`src/rtl/rpm_pkg.sv`:
```
package rpm_pkg;
  typedef enum logic [1:0] {
    RPM_DOUBLE = 2'b00,
    RPM_SINGLE = 2'b01,
    RPM_SAFE   = 2'b10,
    RPM_DUAL   = 2'b11
  } rpm_mode_e;
endpackage

```
`src/rtl/rpm_rec_mult.sv`:
```
// Recursive unsigned multiplier: splits into four half-width products
// until the leaf width is reached.
module rpm_rec_mult #(
  parameter int W      = 16,
  parameter int LEAF_W = 8
) (
  input  logic [W-1:0]   a,
  input  logic [W-1:0]   b,
  output logic [2*W-1:0] p
);
  generate
    if (W <= LEAF_W || (W % 2) != 0) begin : g_leaf
      assign p = a * b;
    end else begin : g_split
      localparam int H = W / 2;
      logic [2*H-1:0] p_ll, p_lh, p_hl, p_hh;
      logic [2*W-1:0] ext_ll, ext_mid, ext_hh;

      rpm_rec_mult #(.W(H), .LEAF_W(LEAF_W)) u_ll (.a(a[H-1:0]), .b(b[H-1:0]), .p(p_ll));
      rpm_rec_mult #(.W(H), .LEAF_W(LEAF_W)) u_lh (.a(a[H-1:0]), .b(b[W-1:H]), .p(p_lh));
      rpm_rec_mult #(.W(H), .LEAF_W(LEAF_W)) u_hl (.a(a[W-1:H]), .b(b[H-1:0]), .p(p_hl));
      rpm_rec_mult #(.W(H), .LEAF_W(LEAF_W)) u_hh (.a(a[W-1:H]), .b(b[W-1:H]), .p(p_hh));

      always_comb begin
        ext_ll  = {{(2*W-2*H){1'b0}}, p_ll};
        ext_mid = ({{(2*W-2*H){1'b0}}, p_lh} + {{(2*W-2*H){1'b0}}, p_hl}) << H;
        ext_hh  = {p_hh, {(2*W-2*H){1'b0}}};
        p       = ext_hh + ext_mid + ext_ll;
      end
    end
  endgenerate
endmodule

```
`src/rtl/rpm_route.sv`:
```
// Steers operand halves to the four base multipliers per mode; unused
// multipliers get zero operands.
module rpm_route
  import rpm_pkg::*;
#(
  parameter int HALF_W = 16
) (
  input  logic [2*HALF_W-1:0] a,
  input  logic [2*HALF_W-1:0] b,
  input  rpm_mode_e           mode,
  output logic [HALF_W-1:0]   ll_a, ll_b,
  output logic [HALF_W-1:0]   lh_a, lh_b,
  output logic [HALF_W-1:0]   hl_a, hl_b,
  output logic [HALF_W-1:0]   hh_a, hh_b
);
  localparam int H = HALF_W;
  logic [H-1:0] a_lo, a_hi, b_lo, b_hi;

  always_comb begin
    a_lo = a[H-1:0];
    a_hi = a[2*H-1:H];
    b_lo = b[H-1:0];
    b_hi = b[2*H-1:H];
    ll_a = a_lo;
    ll_b = b_lo;
    lh_a = '0; lh_b = '0;
    hl_a = '0; hl_b = '0;
    hh_a = '0; hh_b = '0;
    unique case (mode)
      RPM_DOUBLE: begin
        lh_a = a_lo; lh_b = b_hi;
        hl_a = a_hi; hl_b = b_lo;
        hh_a = a_hi; hh_b = b_hi;
      end
      RPM_SAFE: begin
        hh_a = a_lo; hh_b = b_lo;
      end
      RPM_DUAL: begin
        hh_a = a_hi; hh_b = b_hi;
      end
      default: ;
    endcase
  end
endmodule

```
`src/rtl/rpm_combine.sv`:
```
// Sums the four registered partial products and compares replicas.
module rpm_combine
  import rpm_pkg::*;
#(
  parameter int HALF_W = 16
) (
  input  logic [2*HALF_W-1:0] pp_ll,
  input  logic [2*HALF_W-1:0] pp_lh,
  input  logic [2*HALF_W-1:0] pp_hl,
  input  logic [2*HALF_W-1:0] pp_hh,
  input  rpm_mode_e           mode,
  output logic [4*HALF_W-1:0] sum,
  output logic                mismatch
);
  localparam int PW = 2 * HALF_W;
  localparam int RW = 4 * HALF_W;
  logic [RW-1:0] hi_part, mid_part, lo_part;

  always_comb begin
    hi_part  = (mode == RPM_SAFE) ? '0 : {pp_hh, {PW{1'b0}}};
    mid_part = ({{(RW-PW){1'b0}}, pp_lh} + {{(RW-PW){1'b0}}, pp_hl}) << HALF_W;
    lo_part  = {{(RW-PW){1'b0}}, pp_ll};
    sum      = hi_part + mid_part + lo_part;
    mismatch = (mode == RPM_SAFE) && (pp_ll != pp_hh);
  end
endmodule

```
`src/rtl/rpm_mult.sv`:
```
module rpm_mult
  import rpm_pkg::*;
#(
  parameter int HALF_W = 16,
  parameter int LEAF_W = 8
) (
  input  logic                  clk,
  input  logic                  rst_n,
  input  logic                  in_valid,
  output logic                  in_ready,
  input  logic [2*HALF_W-1:0]   in_a,
  input  logic [2*HALF_W-1:0]   in_b,
  input  logic [1:0]            in_mode,
  output logic                  out_valid,
  input  logic                  out_ready,
  output logic [4*HALF_W-1:0]   out_result,
  output logic                  out_err
);
  localparam int PW = 2 * HALF_W;
  localparam int RW = 4 * HALF_W;
  localparam int NB = 4;

  rpm_mode_e mode_in;
  logic      advance;
  logic [HALF_W-1:0] op_a [NB];
  logic [HALF_W-1:0] op_b [NB];
  logic [PW-1:0]     prod [NB];

  logic          s1_valid;
  rpm_mode_e     s1_mode;
  logic [PW-1:0] s1_pp [NB];

  logic [RW-1:0] sum_w;
  logic          mismatch_w;

  assign mode_in  = rpm_mode_e'(in_mode);
  assign advance  = !out_valid || out_ready;
  assign in_ready = advance;

  // index 0: low x low, 1: low x high, 2: high x low, 3: high x high
  rpm_route #(.HALF_W(HALF_W)) u_route (
    .a(in_a), .b(in_b), .mode(mode_in),
    .ll_a(op_a[0]), .ll_b(op_b[0]),
    .lh_a(op_a[1]), .lh_b(op_b[1]),
    .hl_a(op_a[2]), .hl_b(op_b[2]),
    .hh_a(op_a[3]), .hh_b(op_b[3])
  );

  generate
    for (genvar gi = 0; gi < NB; gi++) begin : g_base
      rpm_rec_mult #(.W(HALF_W), .LEAF_W(LEAF_W)) u_mul (
        .a(op_a[gi]), .b(op_b[gi]), .p(prod[gi])
      );
      always_ff @(posedge clk) begin
        if (!rst_n)       s1_pp[gi] <= '0;
        else if (advance) s1_pp[gi] <= prod[gi];
      end
    end
  endgenerate

  always_ff @(posedge clk) begin
    if (!rst_n) begin
      s1_valid <= 1'b0;
      s1_mode  <= RPM_DOUBLE;
    end else if (advance) begin
      s1_valid <= in_valid;
      s1_mode  <= mode_in;
    end
  end

  rpm_combine #(.HALF_W(HALF_W)) u_comb (
    .pp_ll(s1_pp[0]), .pp_lh(s1_pp[1]), .pp_hl(s1_pp[2]), .pp_hh(s1_pp[3]),
    .mode(s1_mode), .sum(sum_w), .mismatch(mismatch_w)
  );

  always_ff @(posedge clk) begin
    if (!rst_n) begin
      out_valid  <= 1'b0;
      out_result <= '0;
      out_err    <= 1'b0;
    end else if (advance) begin
      out_valid  <= s1_valid;
      out_result <= sum_w;
      out_err    <= mismatch_w;
    end
  end
endmodule

```
`config.mk`:
```
export PLATFORM = sky130hd
export DESIGN_NAME = rpm_mult
export DESIGN_NICKNAME = d
export VERILOG_FILES = /design/src/rtl/rpm_pkg.sv /design/src/rtl/rpm_rec_mult.sv /design/src/rtl/rpm_route.sv /design/src/rtl/rpm_combine.sv /design/src/rtl/rpm_mult.sv
export SDC_FILE = /design/constraint.sdc
export NUM_CORES = 2
export LEC_CHECK = 0
export BUFFER_PORTS_ARGS = -buffer_cell sky130_fd_sc_hd__buf_2
export CORE_MARGIN = 2
export CORE_UTILIZATION = 71
export CTS_BUF_LIST = sky130_fd_sc_hd__clkbuf_8 sky130_fd_sc_hd__clkbuf_16
export DETAILED_ROUTE_END_ITERATION = 10
export PLACE_DENSITY_LB_ADDON = 0.25
export SYNTH_ARGS = -nofsm -noshare
export SYNTH_HDL_FRONTEND = slang
export SYNTH_HIERARCHICAL = 1
export SYNTH_SLANG_ARGS = --single-unit
```
`constraint.sdc`:
```
create_clock -name clk -period 21.4 [get_ports clk]
set_input_delay 1.07 -clock clk [delete_from_list [all_inputs] [get_ports clk]]
set_output_delay 1.07 -clock clk [all_outputs]
set_load 0.02 [all_outputs]
```
==> impl_results.md <==
- Lkg Pwr: approximately 30 nW
- Num CTS Buffers: 17
- Root Driver: clkbuf_16
- RSZ-0062 raised after global routing: no
- VDD IR max: roughly 0.00023 V
- Yosys reg bits: about 200
- Wire length per cell: 20.08 um
- Vias in the first global route: 45,350
- Most used cell, CP: a21oi_1
- Gate power share: 81.5%
- Initial Utilization: between 70 and 80%
- Iteration-0 DRC Markers: ~4,000
- Worst-path fanout max: 32
- Final ANT Viol Nets: 0
- Outcome: finished, final reports clean
- Overall die height: approximately 280 um
- Finished Cell Area: 56,490 um2
- Register area share after synthesis: under 10%
- Fmax: 0.1049 GHz
- CTS Hold Bufs: 0
- Cell area after synthesis: between 50,000 and 60,000 um2
- Via-to-Cell Ratio: approximately 6
- Critical path class: in -> reg
- Worst setup EP type: flop
- Worst-path cell with the longest stage delay: a21oi_1
- Fraction of layout cells with a size suffix above 1: around 6.3%
- Synth async-reset ratio: 0%
- Die Wd: 281.1 um
- I/O pins: roughly 140
- Mux share of post-synthesis cell area: 1.267%
- Die ar.: roughly 79,000 um2
- GRT overflow: 0
- Fraction of the cycle the final worst path needs: 44.56%
- Drt total wl: 149.2 mm
- Yosys top cell by area: fa_1
- Fin worst setup slack: approximately 12 ns
- Reg2Reg Capture Point: out_result[60]$_SDFFE_PN0P_
- Max_cap viols: 0
- Seq pwr share: around an eighth
- # nets final: about 7,800
- Crit path time final: around 9.5 ns
- Synthesized area per cell: between 8 and 9 um2
- Top_reg_cell synth: edfxtp_1
- P&R area growth vs syn: 3.612%
- Largest family of logic cells by synthesized area: adder cells
- Buffers on Ports: between 100 and 150
- Clock sink count: between 150 and 200
- R2R depth: 19
- Max-slew headroom: a little over an eighth
- CTS H-tree lvls: 4
- Sw frac: between 50% and 60%
- DRC: 0
- Post-Synth XOR/XNOR Area: about 6.3%
- Clock Power Share: 6.5%
- RR Startpoint: s1_pp[0][33]$_SDFFCE_PN0P_
- Worst Max-Slew Pin Slew: approximately 1.3 ns
- Hpwl dp: between 100 and 150 mm
- Largest net degree at the start of global routing: 159
- Clock Tree Buf Depth: 2
- Hold crit path type: reg -> reg
- Critical path data required time: between 20 and 25 ns
- Final Max Tran Viols: 0
- CTS tree: done
- Pwr per Cell Area: a little over 90 nW/um2
- R2R setup slack: 16.03 ns
- Compound-Gate Fraction of Synth Area: between 10% and 20%
- Hold Crit Endpoint: out_result[38]$_SDFFE_PN0P_
- Worst Skew: roughly 0.018 ns
- Cts repair resizes: 0
- Adder and majority gate portion of the synthesized area: 39.74%
- Final Hold Vio Count: 0
- Library cells used by synthesis: 90
- Via Count: ~46,000
- Syn Inst Count: between 6,000 and 7,000
- # setup viols final: 0
- CP arrival: slightly below 10 ns
- Setup Total Neg Slack: 0 ns
- Syn Nets: between 7,000 and 8,000
- Final Wtd Congestion: ~1
- Clk_lat worst skew: ~0.47 ns
- Post-synth EDFFs: roughly 130
- Tot GR Track Use: between 30% and 40%
- Hold Startpoint: out_result[38]$_SDFFE_PN0P_
- Initial DRT Pass Iterations: 6
- Pint: 2.206 mW
- Startpoint Class: input pin
- Post-CTS Setup Repair Bufs: 0
- NetSw: ~2.9 mW
- Initial antenna violation count: 26
- Synth top area share: between 20% and 30%
- Rows: 101
- Synth Area in Simple Gates: 22.92%
- Area after DPL: roughly 56,000 um2
- Fill count: slightly below 6,000
- Area contributors post-synth: fa_1 22%, ha_1 18%, and2_1 9.4%
- Global-route wire length before repair: between 200 and 250 mm
- Core area: ~76,000 um2
- YS warnings: 6
- Placement Setup Slack: ~12 ns
- Worst-path clk slew: ~0.08 ns
- Crit-path max cell delay: roughly 1 ns
- Hold depth: 2
[layer usage]
| metal | vias up | wire [um] | track usage (%) |
|---|---|---|---|
| li1 | 21180 | - | - |
| met1 | 22160 | 60250 | 49.67 |
| met2 | 1943 | 66910 | 61.23 |
| met3 | 428 | 14710 | 8.430 |
| met4 | 32 | 7079 | 16.29 |
| met5 | - | 203 | 0 |
[registers in the layout (all words and copies together) (netlist names)]
signal	count
out_err	1
out_result	64
s1_mode	2
out_valid	1
s1_pp	128
s1_valid	1
[cell type report]
cell class                 count  area (um2)  share of cell area (%)
clock buffer                  17       425.4                  0.7531
multi-input combinational   5145       45220                   80.06
clock inverter                15       186.4                  0.3300
antenna                        5       12.51                 0.02215
sequential                   197        5225                   9.250
timing repair buffer         168       927.1                   1.641
inverter                     852        3198                   5.662
tap                         1030        1289                   2.281
[critical path, delay by kind of cell]
family                     cells  cell delay, ns
adders and majority gates      8            3.86
and+or+nand+nor                4            0.61
AOI/OAI and AO/OA             12            3.26
xor gates and xnor gates       3            0.50
buffers and inverters          5            0.43
[power groups by stage]
stage          clock [mW]  combinational [mW]  sequential (mW)
3_3_place_gp            0                4.01            0.618
4_1_cts             0.338                4.08            0.611
5_1_grt             0.353                4.52            0.618
3_5_place_dp            0                4.06            0.619
6_report            0.335                4.19            0.613
2_1_floorplan           0                2.74            0.622
[synth_stat cells (64+ instances only)]
master and n:
dfxtp_1 69, a21o_1 97, o21ai_0 131, ha_1 794
nor3_1 64, mux2i_1 69, and3_1 200, a21oi_1 295
nand2_1 629, xnor2_1 271, edfxtp_1 128, xor2_1 119
o21a_1 84, and2_1 816, nor2_1 223, nand3_1 83
fa_1 586, inv_1 850
[through the flow]
stage          hold slack [ns]  total power, mW  instances  util (%)
2_1_floorplan           0.4383            3.367       6342         -
3_3_place_gp            0.4408            4.625       7392     73.55
3_5_place_dp            0.4480            4.677       7392     73.55
4_1_cts                 0.4597            5.031       7424     74.36
5_1_grt                 0.4779            5.492       7424     74.36
6_report                0.4561            5.135       7429     74.38
[cell families (layout without fill, tap and decap cells)]
logic type                 after synthesis  count (layout)
buffers and inverters                 1000            1052
xor gates and xnor gates               390             390
AOI/OAI and AO/OA                      999             999
adders and majority gates             1380            1380
other                                    0               5
and+or+nand+nor                       2307            2307
DFF                                    197             197
muxes                                   69              69
[cells in the final DEF, fill, tap and decap left out, drive strengths merged, types with 9 or more instances in the layout]
| cell | count |
|---|---|
| o311ai | 22 |
| and3 | 200 |
| o21bai | 28 |
| o2111ai | 22 |
| o22ai | 9 |
| nand3 | 83 |
| and2 | 868 |
| nand2 | 629 |
| or4 | 20 |
| inv | 865 |
| nor3b | 24 |
| mux2i | 69 |
| o22a | 16 |
| fa | 586 |
| a31oi | 31 |
| nor3 | 64 |
| a21boi | 9 |
| o41ai | 11 |
| o21a | 84 |
| xor2 | 119 |
| ha | 794 |
| o21ai | 172 |
| nand2b | 52 |
| and2b | 15 |
| xnor2 | 271 |
| nand4 | 45 |
| dfxtp | 69 |
| edfxtp | 128 |
| a21oi | 324 |
| o211ai | 38 |
| clkbuf | 17 |
| buf | 168 |
| nor4 | 20 |
| a21o | 97 |
| nor2b | 35 |
| nor2 | 225 |
| a211oi | 31 |
| a211o | 62 |
[how the worst max path moves through the flow]
| stage | startpoint | endpoint | slack (ns) | depth (start not counted) |
|---|---|---|---|---|
| floorplan | in_mode[0] | s1_pp[1][60]$_SDFFCE_PN0P_ | 13.18 | 35 |
| global placement | in_mode[0] | s1_pp[1][60]$_SDFFCE_PN0P_ | 11.75 | 34 |
| detailed placement | in_mode[0] | s1_pp[1][60]$_SDFFCE_PN0P_ | 11.58 | 32 |
| CTS | in_mode[0] | s1_pp[1][60]$_SDFFCE_PN0P_ | 12.04 | 32 |
| global route | in_mode[0] | s1_pp[1][60]$_SDFFCE_PN0P_ | 11.38 | 34 |
| finish | in_mode[0] | s1_pp[1][60]$_SDFFCE_PN0P_ | 11.86 | 32 |
Power figures use the tool's default switching activity.
